File: config.mk
export PLATFORM = sky130hd
export DESIGN_NAME = cos_irq_ctrl
export DESIGN_NICKNAME = d
export VERILOG_FILES = /design/src/rtl/cos_pkg.sv /design/src/rtl/cos_sync.sv /design/src/rtl/cos_detect.sv /design/src/rtl/cos_regs.sv /design/src/rtl/cos_irq_ctrl.sv
export SDC_FILE = /design/constraint.sdc
export NUM_CORES = 1
export LEC_CHECK = 0
export BUFFER_PORTS_ARGS = -buffer_cell sky130_fd_sc_hd__buf_4
export CORE_UTILIZATION = 56
export DETAILED_ROUTE_END_ITERATION = 6
export PLACE_DENSITY = 0.79
export SLEW_MARGIN = 20
export SYNTH_ARGS = -nofsm -noshare
export SYNTH_HDL_FRONTEND = slang
export SYNTH_SLANG_ARGS = --single-unit
File: constraint.sdc
create_clock -name clk -period 2.65 [get_ports clk]
set_input_delay 0.265 -clock clk [delete_from_list [all_inputs] [get_ports clk]]
set_output_delay 0.265 -clock clk [all_outputs]
set_load 0.01 [all_outputs]
File: src/rtl/cos_pkg.sv
package cos_pkg;

  // Word indices of the register map (byte offset / 4)
  localparam int unsigned IDX_RAW    = 0;
  localparam int unsigned IDX_MASK_H = 1;
  localparam int unsigned IDX_MASK_L = 2;
  localparam int unsigned IDX_STATUS = 3;
  localparam int unsigned IDX_CTRL   = 4;

  // Control word bit positions
  localparam int unsigned CTRL_EN_BIT  = 2;
  localparam int unsigned CTRL_AND_BIT = 1;

  typedef enum logic {
    COMB_OR  = 1'b0,
    COMB_AND = 1'b1
  } comb_mode_e;

endpackage

File: src/rtl/cos_sync.sv
module cos_sync #(
  parameter int unsigned W      = 32,
  parameter int unsigned STAGES = 2
) (
  input  logic         clk,
  input  logic         rst,
  input  logic [W-1:0] d,
  output logic [W-1:0] q
);

  logic [STAGES-1:0][W-1:0] chain;

  always_ff @(posedge clk) begin
    if (rst) begin
      chain <= '0;
    end else begin
      chain[0] <= d;
      for (int s = 1; s < STAGES; s++) begin
        chain[s] <= chain[s-1];
      end
    end
  end

  assign q = chain[STAGES-1];

endmodule

File: src/rtl/cos_detect.sv
module cos_detect #(
  parameter int unsigned W = 32
) (
  input  logic         clk,
  input  logic         rst,
  input  logic [W-1:0] smp,
  input  logic [W-1:0] mask_h,
  input  logic [W-1:0] mask_l,
  input  logic         en,
  input  cos_pkg::comb_mode_e mode,
  input  logic         cfg_wr,
  output logic         fire
);
  import cos_pkg::*;

  logic [W-1:0] prev;
  logic [W-1:0] rise, fall, sel;
  logic         or_hit, lvl_ok, sel_changed, armed, and_hit;

  always_ff @(posedge clk) begin
    if (rst) prev <= '0;
    else     prev <= smp;
  end

  assign rise = smp & ~prev;
  assign fall = ~smp & prev;
  assign sel  = mask_h | mask_l;

  assign or_hit      = |((rise & mask_h) | (fall & mask_l));
  assign lvl_ok      = (sel != '0) && ((smp & mask_h) == mask_h) &&
                       ((~smp & mask_l) == mask_l);
  assign sel_changed = |((smp ^ prev) & sel);
  assign and_hit     = armed && lvl_ok;

  always_comb begin
    fire = 1'b0;
    if (en) begin
      if (mode == COMB_AND) fire = and_hit;
      else                  fire = or_hit;
    end
  end

  // Level-mode re-arm: disarm on firing, re-arm on a selected input change
  always_ff @(posedge clk) begin
    if (rst)                              armed <= 1'b1;
    else if (cfg_wr)                      armed <= 1'b1;
    else if (fire && (mode == COMB_AND))  armed <= 1'b0;
    else if (sel_changed)                 armed <= 1'b1;
  end

  AST_AND_SINGLE: assert property (@(posedge clk) disable iff (rst)
    (fire && (mode == COMB_AND) && !cfg_wr) |=> !(fire && (mode == COMB_AND)));

endmodule

File: src/rtl/cos_regs.sv
module cos_regs #(
  parameter int unsigned W      = 32,
  parameter int unsigned ADDR_W = 5,
  parameter int unsigned CH_LO  = 4,
  parameter int unsigned CH_HI  = 19
) (
  input  logic              clk,
  input  logic              rst,
  input  logic              bus_wr,
  input  logic              bus_rd,
  input  logic [ADDR_W-1:0] bus_addr,
  input  logic [W-1:0]      bus_wdata,
  output logic [W-1:0]      bus_rdata,
  input  logic [W-1:0]      smp,
  input  logic              fire,
  output logic [W-1:0]      mask_h,
  output logic [W-1:0]      mask_l,
  output logic              en,
  output cos_pkg::comb_mode_e mode,
  output logic              cfg_wr,
  output logic              irq
);
  import cos_pkg::*;

  localparam int unsigned WORD_W = ADDR_W - 2;

  function automatic logic [W-1:0] range_mask();
    logic [W-1:0] m;
    for (int i = 0; i < W; i++) m[i] = (i >= CH_LO) && (i <= CH_HI);
    return m;
  endfunction

  localparam logic [W-1:0] RANGE = range_mask();

  logic [WORD_W-1:0] word;
  logic              sel_raw, sel_mh, sel_ml, sel_st, sel_ctl;
  logic              rd_status;
  logic [W-1:0]      status_q;
  logic [W-1:0]      ctrl_view;

  assign word    = bus_addr[ADDR_W-1:2];
  assign sel_raw = (word == WORD_W'(IDX_RAW));
  assign sel_mh  = (word == WORD_W'(IDX_MASK_H));
  assign sel_ml  = (word == WORD_W'(IDX_MASK_L));
  assign sel_st  = (word == WORD_W'(IDX_STATUS));
  assign sel_ctl = (word == WORD_W'(IDX_CTRL));

  assign cfg_wr    = bus_wr && (sel_mh || sel_ml);
  assign rd_status = bus_rd && sel_st;

  always_ff @(posedge clk) begin
    if (rst) begin
      mask_h <= '0;
      mask_l <= '0;
      en     <= 1'b0;
      mode   <= COMB_OR;
    end else if (bus_wr) begin
      if (sel_mh)  mask_h <= bus_wdata & RANGE;
      if (sel_ml)  mask_l <= bus_wdata & RANGE;
      if (sel_ctl) begin
        en   <= bus_wdata[CTRL_EN_BIT];
        mode <= comb_mode_e'(bus_wdata[CTRL_AND_BIT]);
      end
    end
  end

  // Event capture has priority over read-clear
  always_ff @(posedge clk) begin
    if (rst)            status_q <= '0;
    else if (fire)      status_q <= smp & RANGE;
    else if (rd_status) status_q <= '0;
  end

  // Interrupt level: set by an event, dropped while enable is low
  always_ff @(posedge clk) begin
    if (rst)      irq <= 1'b0;
    else if (!en) irq <= 1'b0;
    else if (fire) irq <= 1'b1;
  end

  always_comb begin
    ctrl_view = '0;
    ctrl_view[CTRL_EN_BIT]  = en;
    ctrl_view[CTRL_AND_BIT] = (mode == COMB_AND);
  end

  always_ff @(posedge clk) begin
    if (rst) begin
      bus_rdata <= '0;
    end else if (bus_rd) begin
      bus_rdata <= '0;
      if (sel_raw) bus_rdata <= smp;
      if (sel_mh)  bus_rdata <= mask_h;
      if (sel_ml)  bus_rdata <= mask_l;
      if (sel_st)  bus_rdata <= status_q;
      if (sel_ctl) bus_rdata <= ctrl_view;
    end
  end

  AST_IRQ_HOLD: assert property (@(posedge clk) disable iff (rst)
    (irq && en) |=> irq);
  AST_IRQ_DROP: assert property (@(posedge clk) disable iff (rst)
    !en |=> !irq);
  AST_NO_FIRE_DISABLED: assert property (@(posedge clk) disable iff (rst)
    $rose(irq) |-> $past(en));
  AST_STATUS_CLEAR: assert property (@(posedge clk) disable iff (rst)
    (rd_status && !fire) |=> (status_q == '0));

endmodule

File: src/rtl/cos_irq_ctrl.sv
module cos_irq_ctrl #(
  parameter int unsigned DATA_W      = 32,
  parameter int unsigned ADDR_W      = 5,
  parameter int unsigned SYNC_STAGES = 2,
  parameter int unsigned CH_LO       = 4,
  parameter int unsigned CH_HI       = 19
) (
  input  logic              clk,
  input  logic              rst,
  input  logic [DATA_W-1:0] din,
  input  logic              bus_wr,
  input  logic              bus_rd,
  input  logic [ADDR_W-1:0] bus_addr,
  input  logic [DATA_W-1:0] bus_wdata,
  output logic [DATA_W-1:0] bus_rdata,
  output logic              irq
);
  import cos_pkg::*;

  logic [DATA_W-1:0] smp, mask_h, mask_l;
  logic              en, cfg_wr, fire;
  comb_mode_e        mode;

  cos_sync #(.W(DATA_W), .STAGES(SYNC_STAGES)) u_sync (
    .clk(clk), .rst(rst), .d(din), .q(smp)
  );

  cos_detect #(.W(DATA_W)) u_detect (
    .clk(clk), .rst(rst), .smp(smp), .mask_h(mask_h), .mask_l(mask_l),
    .en(en), .mode(mode), .cfg_wr(cfg_wr), .fire(fire)
  );

  cos_regs #(.W(DATA_W), .ADDR_W(ADDR_W), .CH_LO(CH_LO), .CH_HI(CH_HI)) u_regs (
    .clk(clk), .rst(rst), .bus_wr(bus_wr), .bus_rd(bus_rd),
    .bus_addr(bus_addr), .bus_wdata(bus_wdata), .bus_rdata(bus_rdata),
    .smp(smp), .fire(fire), .mask_h(mask_h), .mask_l(mask_l),
    .en(en), .mode(mode), .cfg_wr(cfg_wr), .irq(irq)
  );

endmodule

-- After elaboration in Yosys (flattened, before gate mapping)
Index checks and enable logic that the tools add are counted.
- add/subtract/negate cells: 0
- $mul: 0
- div/mod/pow operators: 0
- order comparisons: 0
- equal/unequal tests: 6
- shift-type cells: 0
- mux-type cells: 11
- bitwise logic cells: 13
- reduce and logical (&&, ||, !) cells: 18
- operator list (operator ; number):
    32-bit 2-to-1 mux ; 5
    32-bit by 20-bit AND with 32-bit output ; 4
    32-bit AND ; 3
    32-bit by 20-bit == test with 1-bit output ; 2
    32-bit inverter ; 2
    32-bit OR reduction ; 2
    20-bit 2-to-1 mux ; 2
    32-bit OR ; 1
    32-bit nonzero test ; 1
    32-bit bitwise XOR ; 1
    20-bit OR ; 1
    3-bit by 2-bit == test with 1-bit output (second input constant) ; 2
    1-bit logical AND ; 6
    2-bit AND reduction ; 3
    1-bit 2-to-1 mux ; 4
    2-bit nonzero test ; 2
    2-bit OR reduction ; 2
    3-bit by 1-bit == test with 1-bit output (second input constant) ; 1
    3-bit == test (second input constant) ; 1
    3-bit zero test ; 1
    1-bit logical OR ; 1
    1-bit inverter ; 1
- bits in registers: 180
- latch bits: 0
- RAM bits: 0
- bits in read-only memories: 0
- input port bits: 73
- output and inout bits: 33
- word-level logic and storage cells: 59
- memories kept: 0

-- Depth between registers and ports, before layout
Gate-level depths: netlist (run 1).
- word-level depth: 9
- depth in mapped cells: 10
- depth with buffers taken out: 8

-- Hierarchy
From an unflattened synthesis (run 1), not the netlist that was laid out.
- cell total of the unflattened synthesis: 980
- area, all modules: 8967.4 sq um
- by module, submodules not included (module ; instances ; cells an instance ; area an instance (sq um) ; seq. area each (sq um)):
    cos_regs ; 1 ; 444 ; 3854.9 ; 1661.6
    cos_detect ; 1 ; 369 ; 2954.1 ; 660.6
    cos_sync ; 1 ; 167 ; 2158.3 ; 1281.2

-- Least setup slack after synthesis (run 1)
OpenSTA, ideal clock, no wires.
- path kind: flip-flop to flip-flop
- start: register u_sync.chain, in the netlist u_sync.q[10]
- end: register u_regs.status_q[10]
- library setup time: 0.121 ns
- arrival: 2.056 ns
- required time: 2.529 ns
- path slack: 0.473 ns
- cell stages (with the launch flop): 11
- path buffers: 2
- period minus slack after synthesis: 2.177 ns
- path through: dfxtp_1 -> inv_1 -> ha_1 -> a22o_1 -> a221oi_1 -> nand3_1 -> nor3_1 -> a221o_1 -> buf_6 -> buf_12 -> mux2_4
- longest elaborated chain between the ends: 8
- elaborated cells between the ends (all ways): 18
- classes of those cells: 2 x eq/ne; 3 x mux; 8 x bitwise; 5 x reduce/logical
- ends and longest elaborated chain (item ; line ; text):
    from (decl) ; cos_sync.sv:11 ; logic [STAGES-1:0][W-1:0] chain;
    from (signal, indexed assignment) ; cos_sync.sv:19 ; chain[s] <= chain[s-1];
    32-bit inverter / 32-bit by 20-bit AND with 32-bit output (equally long branches) ; cos_detect.sv:26, cos_detect.sv:31, cos_detect.sv:30 ;
    32-bit AND (tied with other cells) ; cos_detect.sv:26 ; assign fall = ~smp & prev;
    32-bit by 20-bit AND with 32-bit output (tied with other cells) ; cos_detect.sv:29 ; assign or_hit = |((rise & mask_h) | (fall & mask_l));
    32-bit OR / 1-bit logical AND (equally long branches) ; cos_detect.sv:29, cos_detect.sv:30 ;
    32-bit OR reduction / 1-bit logical AND (equally long branches) ; cos_detect.sv:29, cos_detect.sv:33 ;
    1-bit 2-to-1 mux ; cos_detect.sv:38 ; if (mode == COMB_AND) fire = and_hit;
    1-bit 2-to-1 mux ; cos_detect.sv:37 ; if (en) begin
    20-bit 2-to-1 mux / 2-bit nonzero test (equally long branches) ; -- ;
    to (signal assigned) ; cos_regs.sv:70 ; else if (fire) status_q <= smp & RANGE;
    to (decl) ; cos_regs.sv:38 ; logic [W-1:0] status_q;
Parallel ways exist; a longest one is shown, timed or not.
A chain may end at the register's enable or synchronous reset.

-- Worst setup path in the final report (run 1)
- start: register u_sync.chain, in the netlist u_sync.q[17]
- end: register u_regs.status_q[5]
- longest elaborated chain between the ends: 8
- elaborated cells between the ends (all ways): 18
- classes of those cells: 2 x eq/ne; 3 x mux; 8 x bitwise; 5 x reduce/logical
- ends and longest elaborated chain (item ; line):
    32-bit inverter / 32-bit by 20-bit AND with 32-bit output (equally long branches) ; cos_detect.sv:26, cos_detect.sv:31, cos_detect.sv:30
    32-bit AND (tied with other cells) ; cos_detect.sv:26
    32-bit by 20-bit AND with 32-bit output (tied with other cells) ; cos_detect.sv:29
    32-bit OR / 1-bit logical AND (equally long branches) ; cos_detect.sv:29, cos_detect.sv:30
    32-bit OR reduction / 1-bit logical AND (equally long branches) ; cos_detect.sv:29, cos_detect.sv:33
    1-bit 2-to-1 mux * ; cos_detect.sv:38
    1-bit 2-to-1 mux * ; cos_detect.sv:37
    20-bit 2-to-1 mux / 2-bit nonzero test (equally long branches) ; --
Every way passes the cells marked *; elsewhere a longest branch is shown, timed or not.

==> results.tsv, run 1 <==
stage	metric	value	unit
drt	max layer used	met4	
timing	max frequency	388	MHz
drt	Post-Route WL	17800	um
worst_hold_path	hold path depth	2	
cts	CTS clock-pin slew for the worst setup and hold paths	0.07	ns
critical_path	CP Depth	9	
drt	DR iter-0 viols	399	
drt	post-DR vias/cell	5.56	
timing	Slew HR	0.493	
drt	DR WL met3	1140	um
drt	metal2 WL	8000	um
placed_design	RD Place Congestion	0.928	
critical_path	slowest stage delay, CP	0.44	ns
grt	GRT Total Usage	0.298	
cells_and_area	fin nets	927	
timing	max-slew violations	0	
placed_design	number of port buffers	89	
critical_path	startpoint types	register	
critical_path	Critical-path top delay cell	dfxtp_1	
critical_path	CP Launch Point	u_sync.q[17]	
run	max_cap viols	0	
timing	skew final	0.0114	ns
cts	CTS tree	done	
cts	Inserted Clock Buffers	17	
outcome	failing checks	design-rule violations	
pwr	PD cells	650	nW/um^2
drt	post-DR wirelength/cell	18.3	um
critical_path	CP cell instances	inv_1 > ha_1 > a22o_1 > a221oi_1 > nand3_1 > nor3_1 > a221o_1 > buf_12 > mux2_2	
critical_path	Worst Path Max Fanout	16	
synth	cell count after synthesis	744	
synth	Post-synth EDFFs	0	
synth	synth top area cells	dfxtp_1, nor2b_1, ha_1	
cts	post-CTS sizing	0	
critical_path	CP endpoint kind	register	
grt	largest net degree at the start of global routing	110	
outcome	status	finished with violations	
cells_and_area	Area Growth Syn to Fin	19.7	%
grt	global-route wire length before repair	28100	um
synth	Post-Syn Area	6790	um^2
cells_and_area	# fillers	913	
synth	post-synth top area share	0.484	
placed_design	Post-DP HPWL	12500	um
grt	initial antenna violation count	0	
cts	Sink Count	164	
critical_path	Largest delay share family, worst path	compound AO/OA/AOI/OAI gates	
drt	Final ANT Viol Nets	0	
floorplanning	core area	11600	um^2
synth	largest area contributor in the netlist	dfxtp_1	
pwr	Peak VDD IR	0.584	mV
timing	Hold Fails Final Rpt	0	
synth	ys flop type	dfxtp_1	
timing	Final min period	2.58	ns
timing	Final setup viols	0	
drt	drt pass-1 iters	7	
critical_path	Worst Path Arrival	2.91	ns
cells_and_area	layout cell share with drive strength beyond 1	0.182	
cells_and_area	Ant. Diodes	0	
cts	H-tree depth	4	
floorplanning	die area	12600	um^2
grt	vias in the first global route	5206	
timing	Slew @ Worst Pin	0.758	ns
pwr	Lkg Pwr	3.29	nW
floorplanning	initial core utilization	0.584	
critical_path	launch point of the worst reg-to-reg path	u_sync.q[17]	
critical_path	number of buffers and inverters on the critical path	2	
floorplanning	Rows	39	
floorplanning	Top-Level Pins	106	
timing	TNS Setup	0	ns
grt	GRT overflow	0	
floorplanning	Die H	112	um
cts	cts hold-fix bufs	0	
cts	setup bufs post-CTS	0	
pwr	total chip power	5.28	mW
synth	Synth Net Count	849	
cts	Worst-Skew Late Latency	0.44	ns
worst_hold_path	Worst Min Path Start	din[12]	
synth	fraction of registers with async set/reset	0	
cts	Root Buffer	clkbuf_16	
drt	DRT met1 WL	8320	um
critical_path	Setup CP Type	register to register	
timing	period utilization	0.974	
cts	maximum root-to-sink buffer count	2	
synth	Syn. warnings	0	
synth	register bit total from synthesis	164	
synth	post-synthesis sequential area ratio	0.484	
drt	drc violations	2	
critical_path	Required @ worst endpoint	2.98	ns
drt	Via Count	5437	
worst_hold_path	type of the worst min-delay path	input pin to register	
synth	post-synth cell types	38	
critical_path	FF-to-FF path depth	9	
timing	RSZ-0062 raised after global routing	false	
floorplanning	Die W	112	um
synth	Syn Area/Cell	9.12	um^2
==> sequential cells by signal, summed over array words and instances, names as in the netlist, 16 cells and up <==
name,flops
u_regs.mask_l,16
u_regs.status_q,16
u_sync.chain,32
u_detect.prev,16
u_regs.mask_h,16
u_sync.q,32
u_regs.bus_rdata,32
==> cells by family (layout without fill, tap and decap cells) <==
| kind of cell | Yosys count | after routing | share of synthesized area |
|---|---|---|---|
| muxes | 51 | 51 | 0.0841 |
| DFF | 164 | 164 | 0.484 |
| adders and majority gates | 32 | 32 | 0.0590 |
| and+or+nand+nor | 293 | 293 | 0.213 |
| AOI/OAI and AO/OA | 127 | 127 | 0.114 |
| buffers and inverters | 77 | 167 | 0.0461 |
==> worst paths after layout <==
check                       end  slack [ns]
max          u_regs.status_q[5]        0.07
min            u_sync.chain[12]        0.03
min reg2reg        u_sync.q[31]        0.43
max reg2reg  u_regs.status_q[5]        0.07
==> Yosys cell counts (8+ instances only) <==
cell type  count
dfxtp_1      164
nand2b_1      18
nor2_1        54
ha_1          32
and2_1        16
nor2b_1       80
nand3_1        8
o21ai_0       17
a21oi_1       66
mux2_4        10
inv_1         35
clkbuf_1      38
o211ai_1      16
nand2_1       99
mux2_2         8
mux2i_1       33
==> where the power goes <==
part           switching, mW  total, mW  internal (mW)
combinational          0.202      0.374          0.173
clock                   1.05       2.31           1.26
sequential            0.0556       2.59           2.54
==> stage by stage <==
stage          cells   util  worst slack, ns  hold WS, ns  cell area, um^2
3_3_place_gp     946  0.652            0.214        0.417             7570
5_1_grt          977  0.700           0.0230       0.0298             8120
2_1_floorplan    744      -            0.473        0.393             6790
3_5_place_dp     946  0.652            0.162        0.423             7570
4_1_cts          977  0.700            0.135       0.0237             8120
6_report         977  0.700           0.0700       0.0347             8120
==> cells in the final DEF, fill, tap and decap left out, types with 8 or more instances in the layout <==
master / instances
and2_1: 16
ha_1: 32
o21ai_0: 17
dfxtp_1: 164
nand2b_1: 18
buf_4: 99
nand3_1: 8
mux2_2: 8
nor2_1: 54
clkbuf_16: 17
o211ai_1: 16
mux2i_1: 33
mux2_4: 10
a21oi_1: 66
nand2_1: 99
inv_1: 35
nor2b_1: 80
==> metal layers <==
layer,GRT usage,vias up
met5,0,-
met4,0.113,0
met3,0.0718,34
met2,0.453,198
met1,0.413,2583
li1,-,2622
==> area by class of cell <==
cell class                 count  area [um^2]  share of cell area
inverter                      35          131              0.0162
sequential                   164         3280               0.404
timing repair buffer         101          783              0.0964
clock inverter                11         93.8              0.0116
tap                          143          179              0.0220
clock buffer                  20          457              0.0562
multi-input combinational    503         3200               0.394
(Power assumes the default switching activity.)
==> run 2, diff against run 1 <==
- SETUP_SLACK_MARGIN: not set -> 0.4
==> results.tsv, run 2 (synthesis results as in run 1) <==
stage	metric	value	unit	change
cts	H-tree depth	4		unchanged
timing	Final setup viols	0		unchanged
cells_and_area	most common cell after layout, fill and taps aside	dfxtp_1		
cells_and_area	FF/Latch Area	3300	um^2	+0.53%
floorplanning	initial core utilization	0.584		unchanged
timing	period utilization	0.881		-0.0921
critical_path	Setup CP Type	register to register		
cells_and_area	# fillers	901		-1.3%
critical_path	Worst Path Max Fanout	8		-8
cts	Sink Count	164		unchanged
timing	Slew HR	0.506		+0.0129
cells_and_area	fin nets	928		+0.11%
placed_design	RD Place Congestion	0.928		unchanged
placed_design	number of port buffers	89		unchanged
floorplanning	die area	12600	um^2	unchanged
timing	Final min period	2.34	ns	-0.244 ns
timing	Hold Fails Final Rpt	0		unchanged
critical_path	slowest stage delay, CP	0.48	ns	+0.04 ns
outcome	failing checks	design-rule violations		
drt	drt pass-1 iters	7		unchanged
cells_and_area	Post-Layout Cell Count	978		+0.10%
floorplanning	core area	11600	um^2	unchanged
grt	vias in the first global route	5203		-0.058%
outcome	status	finished with violations		
placed_design	pre-CTS setup slack	0.162	ns	unchanged
cts	CTS clock-pin slew for the worst setup and hold paths	0.07	ns	about the same
cts	Root Buffer	clkbuf_16		
critical_path	startpoint types	register		
run	max_cap viols	0		unchanged
timing	smallest hold slack	0.0346	ns	-0.0000844 ns
drt	post-DR wirelength/cell	18.4	um	+0.78%
critical_path	Worst Path Arrival	2.66	ns	-0.25 ns
drt	Post-Route WL	18000	um	+0.89%
floorplanning	Rows	39		unchanged
timing	post-route setup slack	0.314	ns	+0.244 ns
floorplanning	Die H	112	um	unchanged
cts	Worst-Skew Late Latency	0.44	ns	about the same
pwr	Lkg Pwr	3.32	nW	+1.0%
grt	global-route wire length before repair	28200	um	+0.30%
cts	setup bufs post-CTS	0		unchanged
cells_and_area	most frequent cells in the layout	dfxtp_1, nand2_1, buf_4		
pwr	PD cells	643	nW/um^2	-0.99%
timing	max frequency	428	MHz	+10%
cells_and_area	Area Growth Syn to Fin	21.1	%	
critical_path	CP endpoint kind	register		
grt	initial antenna violation count	0		unchanged
cts	CTS tree	done		
floorplanning	Die W	112	um	unchanged
critical_path	CP cell instances	mux2i_1 > nand2_1 > a2111oi_4 > o311ai_2 > a221o_2 > buf_12 > mux2_4		
cts	maximum root-to-sink buffer count	2		unchanged
cells_and_area	layout cell share with drive strength beyond 1	0.207		+0.0249
timing	TNS Setup	0	ns	unchanged
floorplanning	Top-Level Pins	106		unchanged
drt	Final ANT Viol Nets	0		unchanged
placed_design	Post-DP HPWL	12500	um	unchanged
pwr	Peak VDD IR	0.584	mV	about the same
critical_path	number of buffers and inverters on the critical path	1		-1
drt	post-DR vias/cell	5.53		-0.71%
timing	RSZ-0062 raised after global routing	true		
drt	DR iter-0 viols	391		-2.0%
cells_and_area	Ant. Diodes	0		unchanged
critical_path	Critical-path top delay cell	a221o_2		
critical_path	Required @ worst endpoint	2.97	ns	about the same
timing	Slew @ Worst Pin	0.739	ns	-0.0193 ns
placed_design	Placed Cells	946		unchanged
drt	drc violations	2		unchanged
cts	cts hold-fix bufs	0		unchanged
timing	skew final	0.00853	ns	-0.00285 ns
grt	largest net degree at the start of global routing	110		unchanged
critical_path	Largest delay share family, worst path	compound AO/OA/AOI/OAI gates		
grt	GRT overflow	0		unchanged
cts	Inserted Clock Buffers	17		unchanged
cells_and_area	Multi-input gate area	3250	um^2	+1.6%
drt	Via Count	5404		-0.61%
worst_hold_path	type of the worst min-delay path	input pin to register		
timing	max-slew violations	0		unchanged
grt	GRT Total Usage	0.300		+0.00179
-- run 2: cell count changes in the layout (fill, tap and decap cells not counted), moves of 2 or more --
cell	before	now
dfxtp_1	164	156
dfxtp_2	0	5
dfxtp_4	0	3
a221oi_1	4	2
a221oi_2	0	2
inv_1	35	33
inv_2	0	2
nor3_1	3	1
nor3_2	0	2
-- run 2: final cells by class --
type,count,share of cell area
timing repair buffer,102,0.0986
clock buffer,20,0.0556
sequential,164,0.402
multi-input combinational,503,0.395
tap,143,0.0218
inverter,35,0.0160
clock inverter,11,0.0114
-- run 2: stage by stage --
step / area (um^2) / power (mW) / utilization
floorplan: 6790 / 2.84 / -
global placement: 7570 / 3.01 / 0.652
detailed placement: 7570 / 3.02 / 0.652
CTS: 8190 / 5.30 / 0.705
global route: 8220 / 5.46 / 0.708
finish: 8220 / 5.29 / 0.708
-- run 2: worst paths after layout --
kind,from,to,slack (ns),depth (start not counted)
setup / recovery,u_sync.q[17],u_regs.status_q[18],0.31,7
setup reg to reg,u_sync.q[17],u_regs.status_q[18],0.31,7
hold / removal,din[23],u_sync.chain[23],0.03,2
hold reg to reg,u_sync.chain[31],u_sync.q[31],0.43,1
-- run 2: layer usage --
layer	track usage	routed length, um
met3	0.0740	1200
met4	0.116	358
met5	0	0
met2	0.458	8100
met1	0.411	8340
-- run 2: power breakdown --
group / total [mW] / internal, mW / switching (mW) / leakage (nW)
registers: 2.59 / 2.54 / 0.0565 / 1.34
clock network: 2.31 / 1.26 / 1.05 / 0.258
logic: 0.383 / 0.178 / 0.205 / 1.72
-- run 2: what timing repair did --
item / CTS / global route
cloned: 1 / 0
resized for setup: 12 / 13
pin swaps: 6 / 5
endpoints found under the setup margin: 16 / 16
